`src/rtl/fpe_pkg.sv`:
```
package fpe_pkg;

  localparam int FPE_DW   = 8;   // flash data width
  localparam int FPE_CAW  = 12;  // width of command-cycle addresses
  localparam int FPE_TBIT = 6;   // status bit that flips while busy

  typedef enum logic [1:0] {
    OP_PROG   = 2'd0,
    OP_SERASE = 2'd1,
    OP_CERASE = 2'd2,
    OP_BAD    = 2'd3
  } fpe_op_e;

  // One command write: tgt selects the request address, usr selects the request data
  typedef struct packed {
    logic               tgt;
    logic               usr;
    logic [FPE_CAW-1:0] addr;
    logic [FPE_DW-1:0]  data;
  } fpe_step_t;

  function automatic logic [2:0] seq_len(fpe_op_e op);
    case (op)
      OP_PROG:   return 3'd4;
      OP_SERASE: return 3'd6;
      OP_CERASE: return 3'd6;
      default:   return 3'd0;
    endcase
  endfunction

  function automatic fpe_step_t step_of(fpe_op_e op, logic [2:0] idx);
    fpe_step_t s;
    s = '{tgt: 1'b0, usr: 1'b0, addr: '0, data: '0};
    case (idx)
      3'd0, 3'd3: begin
        s.addr = 12'h555;
        s.data = 8'hAA;
        if (idx == 3'd3 && op == OP_PROG) begin
          s.tgt = 1'b1;
          s.usr = 1'b1;
        end
      end
      3'd1, 3'd4: begin
        s.addr = 12'h2AA;
        s.data = 8'h55;
      end
      3'd2: begin
        s.addr = 12'h555;
        s.data = (op == OP_PROG) ? 8'hA0 : 8'h80;
      end
      3'd5: begin
        if (op == OP_SERASE) begin
          s.tgt  = 1'b1;
          s.data = 8'h30;
        end else begin
          s.addr = 12'h555;
          s.data = 8'h10;
        end
      end
      default: s.data = 8'h00;
    endcase
    return s;
  endfunction

  function automatic logic bit_flip(logic [FPE_DW-1:0] a, logic [FPE_DW-1:0] b);
    return a[FPE_TBIT] ^ b[FPE_TBIT];
  endfunction

  function automatic logic verify_ok(fpe_op_e op, logic [FPE_DW-1:0] got,
                                     logic [FPE_DW-1:0] want);
    if (op == OP_PROG) return got == want;
    return got == {FPE_DW{1'b1}};
  endfunction

endpackage

```
`src/rtl/fpe_bus_cycle.sv`:
```
module fpe_bus_cycle #(
  parameter int AW     = 17,
  parameter int WR_LOW = 2,
  parameter int RD_LOW = 2
) (
  input  logic                      clk,
  input  logic                      rst_n,
  input  logic                      start,
  input  logic                      wr,
  input  logic [AW-1:0]             addr_i,
  input  logic [fpe_pkg::FPE_DW-1:0] wdata_i,
  output logic                      idle,
  output logic                      ack,
  output logic [fpe_pkg::FPE_DW-1:0] rdata,
  output logic [AW-1:0]             bus_addr,
  output logic [fpe_pkg::FPE_DW-1:0] bus_dout,
  output logic                      bus_doe,
  input  logic [fpe_pkg::FPE_DW-1:0] bus_din,
  output logic                      ce_n,
  output logic                      oe_n,
  output logic                      we_n
);
  localparam int MAXL = (WR_LOW > RD_LOW) ? WR_LOW : RD_LOW;
  localparam int CW   = $clog2(MAXL + 1);

  typedef enum logic [1:0] {B_IDLE, B_SETUP, B_STRB, B_HOLD} bus_st_e;

  bus_st_e                     st_q;
  logic [CW-1:0]               cnt_q;
  logic                        wr_q;
  logic [AW-1:0]               addr_q;
  logic [fpe_pkg::FPE_DW-1:0]  data_q;

  always_ff @(posedge clk or negedge rst_n) begin
    if (!rst_n) begin
      st_q   <= B_IDLE;
      cnt_q  <= '0;
      wr_q   <= 1'b0;
      addr_q <= '0;
      data_q <= '0;
      rdata  <= '0;
    end else begin
      case (st_q)
        B_IDLE: if (start) begin
          wr_q   <= wr;
          addr_q <= addr_i;
          data_q <= wdata_i;
          st_q   <= B_SETUP;
        end
        B_SETUP: begin
          cnt_q <= wr_q ? CW'(WR_LOW - 1) : CW'(RD_LOW - 1);
          st_q  <= B_STRB;
        end
        B_STRB: begin
          if (cnt_q == '0) begin
            if (!wr_q) rdata <= bus_din;
            st_q <= B_HOLD;
          end else begin
            cnt_q <= cnt_q - 1'b1;
          end
        end
        default: st_q <= B_IDLE;
      endcase
    end
  end

  assign idle     = (st_q == B_IDLE);
  assign ack      = (st_q == B_HOLD);
  assign ce_n     = (st_q == B_IDLE);
  assign we_n     = !((st_q == B_STRB) && wr_q);
  assign oe_n     = !((st_q == B_STRB) && !wr_q);
  assign bus_doe  = wr_q && (st_q != B_IDLE);
  assign bus_addr = addr_q;
  assign bus_dout = data_q;

endmodule

```
`src/rtl/fpe_toggle_cmp.sv`:
```
module fpe_toggle_cmp (
  input  logic                       clk,
  input  logic                       rst_n,
  input  logic                       load,
  input  logic [fpe_pkg::FPE_DW-1:0] cur,
  output logic                       flip
);
  logic [fpe_pkg::FPE_DW-1:0] ref_q;

  always_ff @(posedge clk or negedge rst_n) begin
    if (!rst_n)    ref_q <= '0;
    else if (load) ref_q <= cur;
  end

  assign flip = fpe_pkg::bit_flip(ref_q, cur);

endmodule

```
`src/rtl/fpe_ctrl.sv`:
```
module fpe_ctrl
  import fpe_pkg::*;
#(
  parameter int AW     = 17,
  parameter int WR_LOW = 2,
  parameter int RD_LOW = 2,
  parameter int PW     = 8
) (
  input  logic              clk,
  input  logic              rst_n,
  input  logic              req_valid,
  output logic              req_ready,
  input  logic [1:0]        req_op,
  input  logic [AW-1:0]     req_addr,
  input  logic [FPE_DW-1:0] req_data,
  input  logic [PW-1:0]     poll_limit,
  output logic              done,
  output logic              pass,
  output logic [AW-1:0]     fl_addr,
  output logic [FPE_DW-1:0] fl_dout,
  output logic              fl_doe,
  input  logic [FPE_DW-1:0] fl_din,
  output logic              fl_ce_n,
  output logic              fl_oe_n,
  output logic              fl_we_n
);

  typedef enum logic [2:0] {
    T_IDLE, T_CMD, T_POLL_A, T_POLL_B, T_RECHK, T_VERIFY, T_FINISH
  } seq_st_e;

  seq_st_e           st_q;
  fpe_op_e           op_q;
  logic [AW-1:0]     addr_q;
  logic [FPE_DW-1:0] data_q;
  logic [PW-1:0]     limit_q;
  logic [PW-1:0]     busy_q;
  logic [2:0]        step_q;
  logic              pass_q;

  fpe_step_t         cur_step;
  logic              eng_start, eng_wr, eng_idle, eng_ack;
  logic [AW-1:0]     eng_addr;
  logic [FPE_DW-1:0] eng_wdata, eng_rdata;
  logic              flip, tog_load;
  logic [PW:0]       busy_nxt;
  logic              exhausted;
  logic              accept;

  // named events for the checker
  logic ev_cmd_wr, ev_busy, ev_timeout, ev_settled, ev_verify;

  assign accept    = req_valid && req_ready;
  assign req_ready = (st_q == T_IDLE);
  assign cur_step  = step_of(op_q, step_q);
  assign eng_wr    = (st_q == T_CMD);
  assign eng_addr  = (eng_wr && !cur_step.tgt) ? AW'(cur_step.addr) : addr_q;
  assign eng_wdata = cur_step.usr ? data_q : cur_step.data;
  assign eng_start = eng_idle &&
                     (st_q inside {T_CMD, T_POLL_A, T_POLL_B, T_RECHK, T_VERIFY});

  assign busy_nxt  = {1'b0, busy_q} + 1'b1;
  assign exhausted = busy_nxt >= {1'b0, limit_q};

  assign ev_cmd_wr  = eng_ack && (st_q == T_CMD);
  assign ev_busy    = eng_ack && (st_q == T_POLL_B || st_q == T_RECHK) && flip;
  assign ev_timeout = ev_busy && exhausted;
  assign ev_settled = eng_ack && (st_q == T_RECHK) && !flip;
  assign ev_verify  = eng_ack && (st_q == T_VERIFY);
  assign tog_load   = eng_ack && (st_q == T_POLL_A || st_q == T_POLL_B);

  always_ff @(posedge clk or negedge rst_n) begin
    if (!rst_n) begin
      st_q    <= T_IDLE;
      op_q    <= OP_PROG;
      addr_q  <= '0;
      data_q  <= '0;
      limit_q <= '0;
      busy_q  <= '0;
      step_q  <= '0;
      pass_q  <= 1'b0;
    end else begin
      case (st_q)
        T_IDLE: if (accept) begin
          op_q    <= fpe_op_e'(req_op);
          addr_q  <= req_addr;
          data_q  <= req_data;
          limit_q <= poll_limit;
          busy_q  <= '0;
          step_q  <= '0;
          pass_q  <= 1'b0;
          st_q    <= (fpe_op_e'(req_op) == OP_BAD) ? T_FINISH : T_CMD;
        end
        T_CMD: if (ev_cmd_wr) begin
          if (step_q == seq_len(op_q) - 3'd1) begin
            step_q <= '0;
            st_q   <= T_POLL_A;
          end else begin
            step_q <= step_q + 3'd1;
          end
        end
        T_POLL_A: if (eng_ack) st_q <= T_POLL_B;
        T_POLL_B, T_RECHK: begin
          if (ev_timeout) begin
            st_q <= T_FINISH;
          end else if (ev_busy) begin
            busy_q <= busy_nxt[PW-1:0];
            st_q   <= T_POLL_A;
          end else if (ev_settled) begin
            st_q <= T_VERIFY;
          end else if (eng_ack) begin
            st_q <= T_RECHK;
          end
        end
        T_VERIFY: if (ev_verify) begin
          pass_q <= verify_ok(op_q, eng_rdata, data_q);
          st_q   <= T_FINISH;
        end
        default: st_q <= T_IDLE;
      endcase
    end
  end

  assign done = (st_q == T_FINISH);
  assign pass = pass_q && done;

  fpe_bus_cycle #(.AW(AW), .WR_LOW(WR_LOW), .RD_LOW(RD_LOW)) u_bus (
    .clk      (clk),
    .rst_n    (rst_n),
    .start    (eng_start),
    .wr       (eng_wr),
    .addr_i   (eng_addr),
    .wdata_i  (eng_wdata),
    .idle     (eng_idle),
    .ack      (eng_ack),
    .rdata    (eng_rdata),
    .bus_addr (fl_addr),
    .bus_dout (fl_dout),
    .bus_doe  (fl_doe),
    .bus_din  (fl_din),
    .ce_n     (fl_ce_n),
    .oe_n     (fl_oe_n),
    .we_n     (fl_we_n)
  );

  fpe_toggle_cmp u_tog (
    .clk   (clk),
    .rst_n (rst_n),
    .load  (tog_load),
    .cur   (eng_rdata),
    .flip  (flip)
  );

endmodule

```
`config.mk`:
```
export PLATFORM = sky130hd
export DESIGN_NAME = fpe_ctrl
export DESIGN_NICKNAME = d
export VERILOG_FILES = /design/src/rtl/fpe_pkg.sv /design/src/rtl/fpe_bus_cycle.sv /design/src/rtl/fpe_toggle_cmp.sv /design/src/rtl/fpe_ctrl.sv
export SDC_FILE = /design/constraint.sdc
export NUM_CORES = 1
export LEC_CHECK = 0
export BUFFER_PORTS_ARGS = -buffer_cell sky130_fd_sc_hd__buf_2
export CAP_MARGIN = 10
export CORE_MARGIN = 4
export CORE_UTILIZATION = 51
export DETAILED_ROUTE_END_ITERATION = 10
export GPL_TIMING_DRIVEN = 0
export PLACE_DENSITY = 0.84
export SLEW_MARGIN = 40
export SYNTH_ARGS = -nofsm -noshare
export SYNTH_HDL_FRONTEND = slang
export SYNTH_HIERARCHICAL = 1
export SYNTH_SLANG_ARGS = --single-unit
```
`constraint.sdc`:
```
create_clock -name clk -period 2.8 [get_ports clk]
set_input_delay 0.56 -clock clk [delete_from_list [all_inputs] [get_ports clk]]
set_output_delay 0.56 -clock clk [all_outputs]
set_load 0.05 [all_outputs]
```
==> impl_results.md <==
- Status: complete, no violations
- Post-synthesis cell type count: 52
- Hold WC Path Type: in -> async
- Clock H-tree levels: 3
- Worst Setup End Kind: register
- Share of the synthesized area in the top cell type: 0.4657
- Setup WS pre-CTS: -129.9 ps
- Worst-margin pin slew: 580.9 ps
- Ys async rst share: 1.000
- Max frequency: 0.3575 GHz
- Post-synthesis net count: between 500 and 600
- Site row count: 35
- Drt total wl: about 12,000 µm
- Starting density of the core: 0.5200
- Post-synthesis cell count: 486
- Vias in the first global route: 4,010
- Die width: 104.8 µm
- Max VDD drop: ~700 µV
- Synth top area cells: dfrtp_1, nand2_1, mux2_2
- Fin worst setup slack: 2.811 ps
- Global routing's busiest layer: met2
- Finished Cell Area: 5710 µm²
- Count of final hold-check violations: 0
- Pin count of the biggest net entering global routing: 50
- Post-DP HPWL: just over 8000 µm
- Crit path DAT: between 3000 and 4000 ps
- Yosys warnings: 6
- Clock Sinks: 89
- Max Fanout on Critical Path: 8
- Wire per inst: approximately 16 µm
- Hold slack: slightly above 90 ps
- # diodes: 0
- GR Overflow Total: 0
- TritonCTS Buffers: 9
- Total die area: 10,990 µm²
- Via-to-Cell Ratio: 5.542
- Setup tns final: 0 ps
- FF+latch count, synth: between 80 and 90
- Drt drc: 0
- Via count: 3,885
- Clock Skews: 10.77 ps
- Setup violators final: 0
- Kind of critical path: reg -> reg
- CTS tree: done
- Total chip power: 6.688 mW
- M2 GR Usage: 0.3511
- Core box area: 9196 µm²
- Seq/Total Area, Yosys: 0.4657
- Final Wtd Congestion: 0.8628
- GRT Util Overall: 0.2116
- Share of cells above drive strength 1: 0.2966
- Syn-to-layout area delta: 19.41%
- CTS clk-pin slew, worst paths: around 100 ps
- DIE HEIGHT: approximately 100 µm
- Slew headroom: 0.6128
- IO Pins: 78
- Synthesized area: 4782 µm²
- Most frequently used flop master after synthesis: dfrtp_1
- Final min period: between 2000 and 3000 ps
- Iteration-0 DRC Markers: 139
- Final layout net count: 655
- Element type at the critical path start: register
- DR pass1 iterations: 5
- Clk_lat worst skew: about 370 ps
- Worst Path Required: 3060 ps
- Antenna viol nets, final: 0
- Root buf cell: clkbuf_8
- GR Util met3: 0.03953
- Final Cycle Share: 0.9990
- Dpl cell area: 5345 µm²
- Post-synth EDFFs: 0
- Antenna violations before repair: 0
- # hold bufs at CTS: 0
- Avg Cell Area, Syn: 9.840 µm²
- First-pass GRT wire length: 18,790 µm
- Post-synth top area cell: dfrtp_1
- Maximum buffer depth of the clock tree: 2
- Met1 Use GR: 0.2685
- P per Cell Area: 1171 nW/µm²
- Cell leakage power: roughly 3 nW
- Max Slew Vio Count: 0
- IO buf count: 77
- Max_cap viols: 0
==> placed cells by master (no fill, tap or decap), drive strengths merged, types with 8 or more instances in the layout <==
| master | n |
|---|---|
| nor2 | 11 |
| ha | 24 |
| nand2 | 118 |
| o21a | 8 |
| inv | 29 |
| clkbuf | 21 |
| a21o | 11 |
| mux2 | 40 |
| and2 | 13 |
| and3 | 8 |
| o21ai | 22 |
| buf | 98 |
| dfrtp | 89 |
| nand3 | 9 |
| a21oi | 12 |
==> what timing repair did <==
item,4_1_cts,5_1_grt
setup buffers,3,7
endpoints found under the hold margin,0,0
resized for setup,6,12
pin swaps,4,12
setup endpoints to repair,5,8
==> power by group <==
group          switching, mW  internal (mW)
registers              0.410           1.84
clock network          0.509          0.341
logic                   2.25           1.34
total                   3.17           3.52
==> area by class of cell <==
| type | count | area, µm² |
|---|---|---|
| Fill cell | 748 | 3486 |
| Inverter | 25 | 93.84 |
| Timing Repair Buffer | 88 | 494.2 |
| Sequential cell | 89 | 2228 |
| Clock inverter | 7 | 61.31 |
| Clock buffer | 9 | 123.9 |
| Tap cell | 111 | 138.9 |
| Buffer | 22 | 118.9 |
| Multi-Input combinational cell | 350 | 2451 |
==> per-layer routing <==
metal / wire, µm / up-vias
met5: 0 / -
met4: 311 / 0
met3: 515 / 28
met2: 5743 / 115
met1: 4965 / 1894
li1: - / 1848
==> logic make-up after synthesis <==
| logic type | share of synthesized area |
|---|---|
| multiplexers | 0.1120 |
| XOR/XNOR | 0.01831 |
| adder cells (fa/ha/maj) | 0.06279 |
| buffers and inverters | 0.04448 |
| AND/OR/NAND/NOR | 0.1811 |
| AO/OA/AOI/OAI | 0.1157 |
| flip-flops | 0.4657 |
==> registers in the layout, indices dropped and copies added (netlist names) <==
name	cells
u_bus/st_q	2
u_bus/wr_q	1
step_q	3
u_bus/bus_addr	17
u_bus/rdata	8
limit_q	8
st_q	3
pass_q	1
data_q	8
busy_q	8
u_tog/ref_q	1
u_bus/cnt_q	2
op_q	2
addr_q	17
u_bus/bus_dout	8
==> cell usage after synthesis, types with 3 or more instances <==
| master | count |
|---|---|
| nand2_1 | 117 |
| dfrtp_1 | 89 |
| mux2_2 | 35 |
| inv_1 | 25 |
| ha_1 | 24 |
| o21ai_0 | 21 |
| a21oi_1 | 12 |
| and2_1 | 12 |
| clkbuf_1 | 12 |
| a21o_1 | 11 |
| nor2_1 | 11 |
| nand3_1 | 9 |
| and3_1 | 8 |
| o21a_1 | 8 |
| mux2i_1 | 7 |
| nand2b_1 | 6 |
| nor2b_1 | 6 |
| xor2_1 | 6 |
| buf_2 | 5 |
| a32oi_1 | 4 |
| mux2_4 | 4 |
| nor3_1 | 4 |
| nor3b_1 | 4 |
| o211ai_1 | 4 |
| xnor2_1 | 4 |
| buf_6 | 3 |
| o22ai_1 | 3 |
==> final timing paths <==
check	depth (start not counted)	end	slack, ps	from
worst max register to register	10	busy_q[6]	3	busy_q[1]
worst max-delay path	10	busy_q[6]	3	busy_q[1]
worst min register to register	2	addr_q[11]	480	addr_q[11]
worst min-delay path	1	st_q[0]	90	rst_n
min in group clk	3	addr_q[0]	370	req_addr[0]
max in group asynchronous	2	step_q[1]	2140	rst_n
==> through the flow <==
step | instances | util
after floorplan | 486 | -
after global placement | 674 | 0.5776
after detailed placement | 675 | 0.5812
after CTS | 694 | 0.6065
after global routing | 701 | 0.6210
final | 701 | 0.6210
==> worst max-delay path: stages, from the launching register on <==
cell	delay, ps
dfrtp_1	420
and3_4	230
nand3_1	150
xnor2_2	260
ha_1	270
and3_4	200
and3_4	160
a211o_1	300
or2_1	240
buf_6	150
mux2_4	300
Note: power is estimated with default switching activity, not from simulation.
